[src/rtl/adc_host_pkg.sv]
package adc_host_pkg;
  typedef enum logic [1:0] {
    FMT_OFF,
    FMT_WORD,
    FMT_HIGH_BYTE,
    FMT_LOW_NIB
  } rd_fmt_e;
endpackage

[src/rtl/adc_host_sync.sv]
module adc_host_sync #(
  parameter int WIDTH  = 5,
  parameter int STAGES = 2
) (
  input  logic             clk_i,
  input  logic             rst_ni,
  input  logic [WIDTH-1:0] d_i,
  output logic [WIDTH-1:0] q_o
);
  logic [WIDTH-1:0] stg [STAGES];

  for (genvar i = 0; i < STAGES; i++) begin : g_stage
    if (i == 0) begin : g_first
      always_ff @(posedge clk_i or negedge rst_ni)
        if (!rst_ni) stg[i] <= '0;
        else         stg[i] <= d_i;
    end else begin : g_next
      always_ff @(posedge clk_i or negedge rst_ni)
        if (!rst_ni) stg[i] <= '0;
        else         stg[i] <= stg[i-1];
    end
  end

  assign q_o = stg[STAGES-1];
endmodule

[src/rtl/adc_host_ctrl.sv]
module adc_host_ctrl #(
  parameter int DATA_W = 12,
  parameter int NIB_W  = 4
) (
  input  logic              clk_i,
  input  logic              rst_ni,
  input  logic              en_s_i,
  input  logic              sel_n_s_i,
  input  logic              rdc_s_i,
  input  logic              addr_s_i,
  input  logic              core_done_i,
  input  logic [DATA_W-1:0] core_data_i,
  output logic              busy_o,
  output logic              start_o,
  output logic              short_o,
  output logic [DATA_W-1:0] result_o
);
  localparam logic [DATA_W-1:0] HI_MASK = {{(DATA_W-NIB_W){1'b1}}, {NIB_W{1'b0}}};

  logic rdc_q;
  logic start_req;

  // inputs only count while idle; edge tracking runs always so a swallowed edge stays consumed
  assign start_req = rdc_q & ~rdc_s_i & en_s_i & ~sel_n_s_i & ~busy_o;

  always_ff @(posedge clk_i or negedge rst_ni) begin
    if (!rst_ni) begin
      rdc_q    <= 1'b0;
      busy_o   <= 1'b0;
      start_o  <= 1'b0;
      short_o  <= 1'b0;
      result_o <= '0;
    end else begin
      rdc_q   <= rdc_s_i;
      start_o <= start_req;
      if (start_req) begin
        busy_o  <= 1'b1;
        short_o <= addr_s_i;
      end else if (busy_o && core_done_i) begin
        busy_o   <= 1'b0;
        result_o <= short_o ? (core_data_i & HI_MASK) : core_data_i;
      end
    end
  end
endmodule

[src/rtl/adc_host_bus.sv]
module adc_host_bus
  import adc_host_pkg::*;
#(
  parameter int DATA_W = 12,
  parameter int BYTE_W = 8
) (
  input  logic              rd_en_i,
  input  logic              word_sel_i,
  input  logic              addr_i,
  input  logic [DATA_W-1:0] result_i,
  output logic [DATA_W-1:0] data_o,
  output logic [DATA_W-1:0] oe_o
);
  localparam int NIB_W = DATA_W - BYTE_W;
  localparam logic [DATA_W-1:0] BYTE_OE = {{NIB_W{1'b0}}, {BYTE_W{1'b1}}};

  rd_fmt_e fmt;

  always_comb begin
    if (!rd_en_i)       fmt = FMT_OFF;
    else if (word_sel_i) fmt = FMT_WORD;
    else if (!addr_i)   fmt = FMT_HIGH_BYTE;
    else                fmt = FMT_LOW_NIB;
  end

  always_comb begin
    data_o = '0;
    oe_o   = '0;
    unique case (fmt)
      FMT_WORD: begin
        data_o = result_i;
        oe_o   = '1;
      end
      FMT_HIGH_BYTE: begin
        data_o[BYTE_W-1:0] = result_i[DATA_W-1 -: BYTE_W];
        oe_o               = BYTE_OE;
      end
      FMT_LOW_NIB: begin
        data_o[BYTE_W-1 -: NIB_W] = result_i[NIB_W-1:0];
        oe_o                      = BYTE_OE;
      end
      default: ;
    endcase
  end
endmodule

[src/rtl/adc_host_if.sv]
module adc_host_if #(
  parameter int DATA_W      = 12,
  parameter int BYTE_W      = 8,
  parameter int SYNC_STAGES = 2
) (
  input  logic              clk_i,
  input  logic              rst_ni,
  input  logic              sel_ni,
  input  logic              en_i,
  input  logic              rd_nconv_i,
  input  logic              byte_addr_i,
  input  logic              word_sel_i,
  input  logic              core_done_i,
  input  logic [DATA_W-1:0] core_data_i,
  output logic              core_start_o,
  output logic              core_short_o,
  output logic              busy_o,
  output logic [DATA_W-1:0] data_o,
  output logic [DATA_W-1:0] data_oe_o
);
  localparam int NIB_W  = DATA_W - BYTE_W;
  localparam int CTRL_W = 5;

  logic [CTRL_W-1:0] ctrl_raw, ctrl_s;
  logic sel_n_s, en_s, rdc_s, addr_s, word_s;
  logic [DATA_W-1:0] result;
  logic rd_en;

  assign ctrl_raw = {sel_ni, en_i, rd_nconv_i, byte_addr_i, word_sel_i};
  assign {sel_n_s, en_s, rdc_s, addr_s, word_s} = ctrl_s;

  adc_host_sync #(.WIDTH(CTRL_W), .STAGES(SYNC_STAGES)) u_sync (
    .clk_i  (clk_i),
    .rst_ni (rst_ni),
    .d_i    (ctrl_raw),
    .q_o    (ctrl_s)
  );

  adc_host_ctrl #(.DATA_W(DATA_W), .NIB_W(NIB_W)) u_ctrl (
    .clk_i       (clk_i),
    .rst_ni      (rst_ni),
    .en_s_i      (en_s),
    .sel_n_s_i   (sel_n_s),
    .rdc_s_i     (rdc_s),
    .addr_s_i    (addr_s),
    .core_done_i (core_done_i),
    .core_data_i (core_data_i),
    .busy_o      (busy_o),
    .start_o     (core_start_o),
    .short_o     (core_short_o),
    .result_o    (result)
  );

  assign rd_en = en_s & ~sel_n_s & rdc_s & ~busy_o;

  adc_host_bus #(.DATA_W(DATA_W), .BYTE_W(BYTE_W)) u_bus (
    .rd_en_i    (rd_en),
    .word_sel_i (word_s),
    .addr_i     (addr_s),
    .result_i   (result),
    .data_o     (data_o),
    .oe_o       (data_oe_o)
  );
endmodule

[config.mk]
export PLATFORM = sky130hd
export DESIGN_NAME = adc_host_if
export DESIGN_NICKNAME = d
export VERILOG_FILES = /design/src/rtl/adc_host_pkg.sv /design/src/rtl/adc_host_sync.sv /design/src/rtl/adc_host_ctrl.sv /design/src/rtl/adc_host_bus.sv /design/src/rtl/adc_host_if.sv
export SDC_FILE = /design/constraint.sdc
export NUM_CORES = 1
export LEC_CHECK = 0
export CAP_MARGIN = 20
export CORE_UTILIZATION = 30
export DETAILED_ROUTE_END_ITERATION = 8
export DONT_BUFFER_PORTS = 1
export PLACE_DENSITY_LB_ADDON = 0.3
export SLEW_MARGIN = 30
export SYNTH_ARGS = -nofsm -noshare
export SYNTH_HDL_FRONTEND = slang
export SYNTH_SLANG_ARGS = --single-unit
export TNS_END_PERCENT = 5
[constraint.sdc]
create_clock -name clk_i -period 3.4 [get_ports clk_i]
set_input_delay 0.51 -clock clk_i [delete_from_list [all_inputs] [get_ports clk_i]]
set_output_delay 0.51 -clock clk_i [all_outputs]
set_load 0.005 [all_outputs]
==> impl_results.md <==
* Initial standard-cell utilization of the core at 31.6%
* CTS buffer count at 3
* Antenna diode instance count at 0
* Number of vias after detailed routing at 675
* Maximum single-stage delay on the critical path at 440 ps
* Count of cells resized by post-cts repair at 0
* Number of hold violations in the final report at 0
* Number of maximum-capacitance violations at 0
* Post-CTS repair timing setup buffer count at 0
* Area growth from synthesis to layout at 3.52%
* Number of remaining DRC errors at 0
* Maximum level of the CTS H-tree at 1
* Setup repair after global routing missed its margin: false
* Root buf cell: sky130_fd_sc_hd__clkbuf_8
* Outcome: finished, final reports clean
* Setup TNS at 0 ps
* Number of buffers inserted by port buffering at 0
* Global-route usage over all layers at 11.2%
* First-pass GRT wire length at 3390 um
* Multi-input logic area at 418 um^2
* Clock-pin slew reported for the worst setup and hold paths after clock tree synthesis at 80 ps
* Post-synthesis instance area at 1170 um^2
* Crit path required time at 2890 ps
* GPL Wtd Cong at 0.674
* Number of synthesized flops with an enable pin at 0
* Syn Nets at 123
* Total overflow reported by the global router at 0
* Initial antenna violation count at 0
* Number of buffers and inverters on the critical path at 0
* Core Region at 3720 um^2
* Max-Slew Margin vs Limit at 76.0%
* Cell Pwr Density at 559 nW/um^2
* I/O pin count at 47
* Remaining number of nets flagged by the antenna check after routing at 0
* Post-layout nets at 116
* Hold crit path type: input port to asynchronous set/reset pin
* Setup CP Type: flop to output pin
* Proportion of register bits with asynchronous set or reset after synthesis at 100%
* Minimum period implied by the final worst setup slack at 2650 ps
* Peak fanout along the critical path at 12
* Pin count of the biggest net entering global routing at 27
* Final period utilization at 77.9%
* DIE AREA at 4170 um^2
* Cell-by-cell listing of the critical path: nor3b_2 > nand2_1 > or2_2 > ha_1 > a222oi_1 > nor2_1
* WL per Instance at 15.3 um
* Via count of the first global-routing pass at 670
* Width of the chip at 64.5 um
* Vert. Die Dim at 64.5 um
* Largest delay contributor family on the critical path: simple AND/OR/NAND/NOR gates
* Flip-flop and latch count after synthesis at 26
* Share of the yosys chip area belonging to registers at 55.4%
* Number of rows created at floorplan at 22
* Sum of routed wire length over all layers at 2110 um
* CP max-delay cell: sky130_fd_sc_hd__dfrtp_1
* Latest clock arrival within the worst-skew pair at 270 ps
* Most common library cell in the layout ignoring fill and taps: sky130_fd_sc_hd__dfrtp_1
* Maximum clock path buffer count at 2
* Layout Skew at 2.27 ps
* Number of instances in the synthesized netlist at 98
* Synthesis warning total at 0
* DRT iter0 DRCs at 45
* Clock tree from TritonCTS: built
* Dpl cell area at 1140 um^2
* # fillers at 378
* Post-detail-place hpwl at 1630 um
* Clock net sink count at 26
* Top library cells by usage in the layout, fill and taps aside: 26 x sky130_fd_sc_hd__dfrtp_1, 9 x sky130_fd_sc_hd__mux2_2, 7 x sky130_fd_sc_hd__nor2_1
* Number of distinct library cells after synthesis at 19
* Max Fclk at 0.378 GHz
* Launching element type of the critical path: flop
* Register area at 651 um^2
* Post-detailed-route via-to-cell ratio at 4.89
* Mean Syn Cell Area at 12.0 um^2
* Slew at the pin closest to its max-slew limit at 359 ps
* Worst hold slack across all endpoints at 45.7 ps
* Final setup fails at 0
* Number of detailed-routing iterations run before antenna repair at 4
* Post-layout instance area at 1210 um^2
* Ratio of cells with drive above 1 in the final layout at 20.0%
* Category of the worst setup path capture point: output pin
* Maximum vdd ir drop at 0.124 mV
* Count of final max-slew check failures at 0
* Dominant synthesized flop cell: sky130_fd_sc_hd__dfrtp_1
* Crit path DAT at 2140 ps
* Leakage power summed over all cells at 0.519 nW
[metrics by stage]
stage,power [mW],worst slack (ps),std cells,util (%)
after floorplan,0.468,1140,98,-
after global placement,0.482,1100,133,30.7
after detailed placement,0.486,1060,133,30.7
after CTS,0.687,750,138,32.7
after global routing,0.724,572,138,32.7
final,0.679,751,138,32.7
[state kept, by name, summed over array words and instances, names as in the netlist]
name and count:
u_ctrl.result_o 12, u_ctrl.start_o 1, u_sync.stg 5, u_ctrl.short_o 1
u_ctrl.rdc_q 1, u_ctrl.busy_o 1, u_sync.q_o 5
[per-layer routing]
metal / part of all wire (%) / global-route usage [%] / vias to the layer above / wire (um)
li1: - / - / 306 / -
met1: 40 / 13.1 / 331 / 851
met2: 48 / 17.5 / 33 / 1020
met3: 8.4 / 3.52 / 5 / 178
met4: 2.7 / 7.50 / 0 / 57
met5: 0 / 0 / - / 0
[kinds of logic (layout without fill, tap and decap cells)]
family | Yosys count | in the layout | share of synthesized area, %
AO/OA/AOI/OAI | 13 | 13 | 8.10
adder cells (fa/ha/maj) | 5 | 5 | 5.33
AND/OR/NAND/NOR | 29 | 29 | 13.5
multiplexers | 9 | 9 | 8.64
buffers and inverters | 16 | 8 | 8.96
flip-flops | 26 | 26 | 55.4
[path summary, 6_finish.rpt]
path                          startpoint                  to  slack [ps]  depth (start not counted)
setup / recovery           u_ctrl.busy_o           data_o[7]         750                          6
hold / removal                    rst_ni  u_ctrl.result_o[8]          50                          1
setup reg to reg           u_ctrl.busy_o  u_ctrl.result_o[8]        2190                          2
hold reg to reg            u_sync.stg[6]       u_sync.q_o[1]         350                          0
max in group asynchronous         rst_ni       u_sync.q_o[3]        3210                          1
min in group clk_i            rd_nconv_i       u_sync.stg[7]         270                          0
[where the power goes]
| part | internal [mW] | switching, mW |
|---|---|---|
| clock network | 0.103 | 0.0881 |
| logic | 0.0447 | 0.0350 |
| registers | 0.362 | 0.0454 |
[what timing repair did]
item	CTS	global route
endpoints found under the setup margin	0	0
hold buffers	1	0
hold endpoints to repair	26	0
[Yosys cell counts (2+ instances only)]
library cell,n,area (um^2)
sky130_fd_sc_hd__nor2b_1,4,25.0
sky130_fd_sc_hd__a22oi_1,4,30.0
sky130_fd_sc_hd__nor2_1,7,26.3
sky130_fd_sc_hd__ha_1,5,62.6
sky130_fd_sc_hd__clkbuf_1,2,7.51
sky130_fd_sc_hd__nand2b_1,4,25.0
sky130_fd_sc_hd__or2_2,2,12.5
sky130_fd_sc_hd__nand2_1,5,18.8
sky130_fd_sc_hd__a222oi_1,4,40.0
sky130_fd_sc_hd__dfrtp_1,26,651
sky130_fd_sc_hd__and2_1,4,25.0
sky130_fd_sc_hd__inv_1,3,11.3
sky130_fd_sc_hd__mux2_2,9,101
sky130_fd_sc_hd__o21ai_0,5,25.0
sky130_fd_sc_hd__buf_4,10,75.1
[final cells by class]
cell class / count / area share, %
Clock buffer: 4 / 4.53
Inverter: 3 / 0.927
Multi-Input combinational cell: 56 / 34.4
Sequential cell: 26 / 53.6
Tap cell: 48 / 4.94
Timing Repair Buffer: 1 / 1.65
Power figures use the tool's default switching activity.
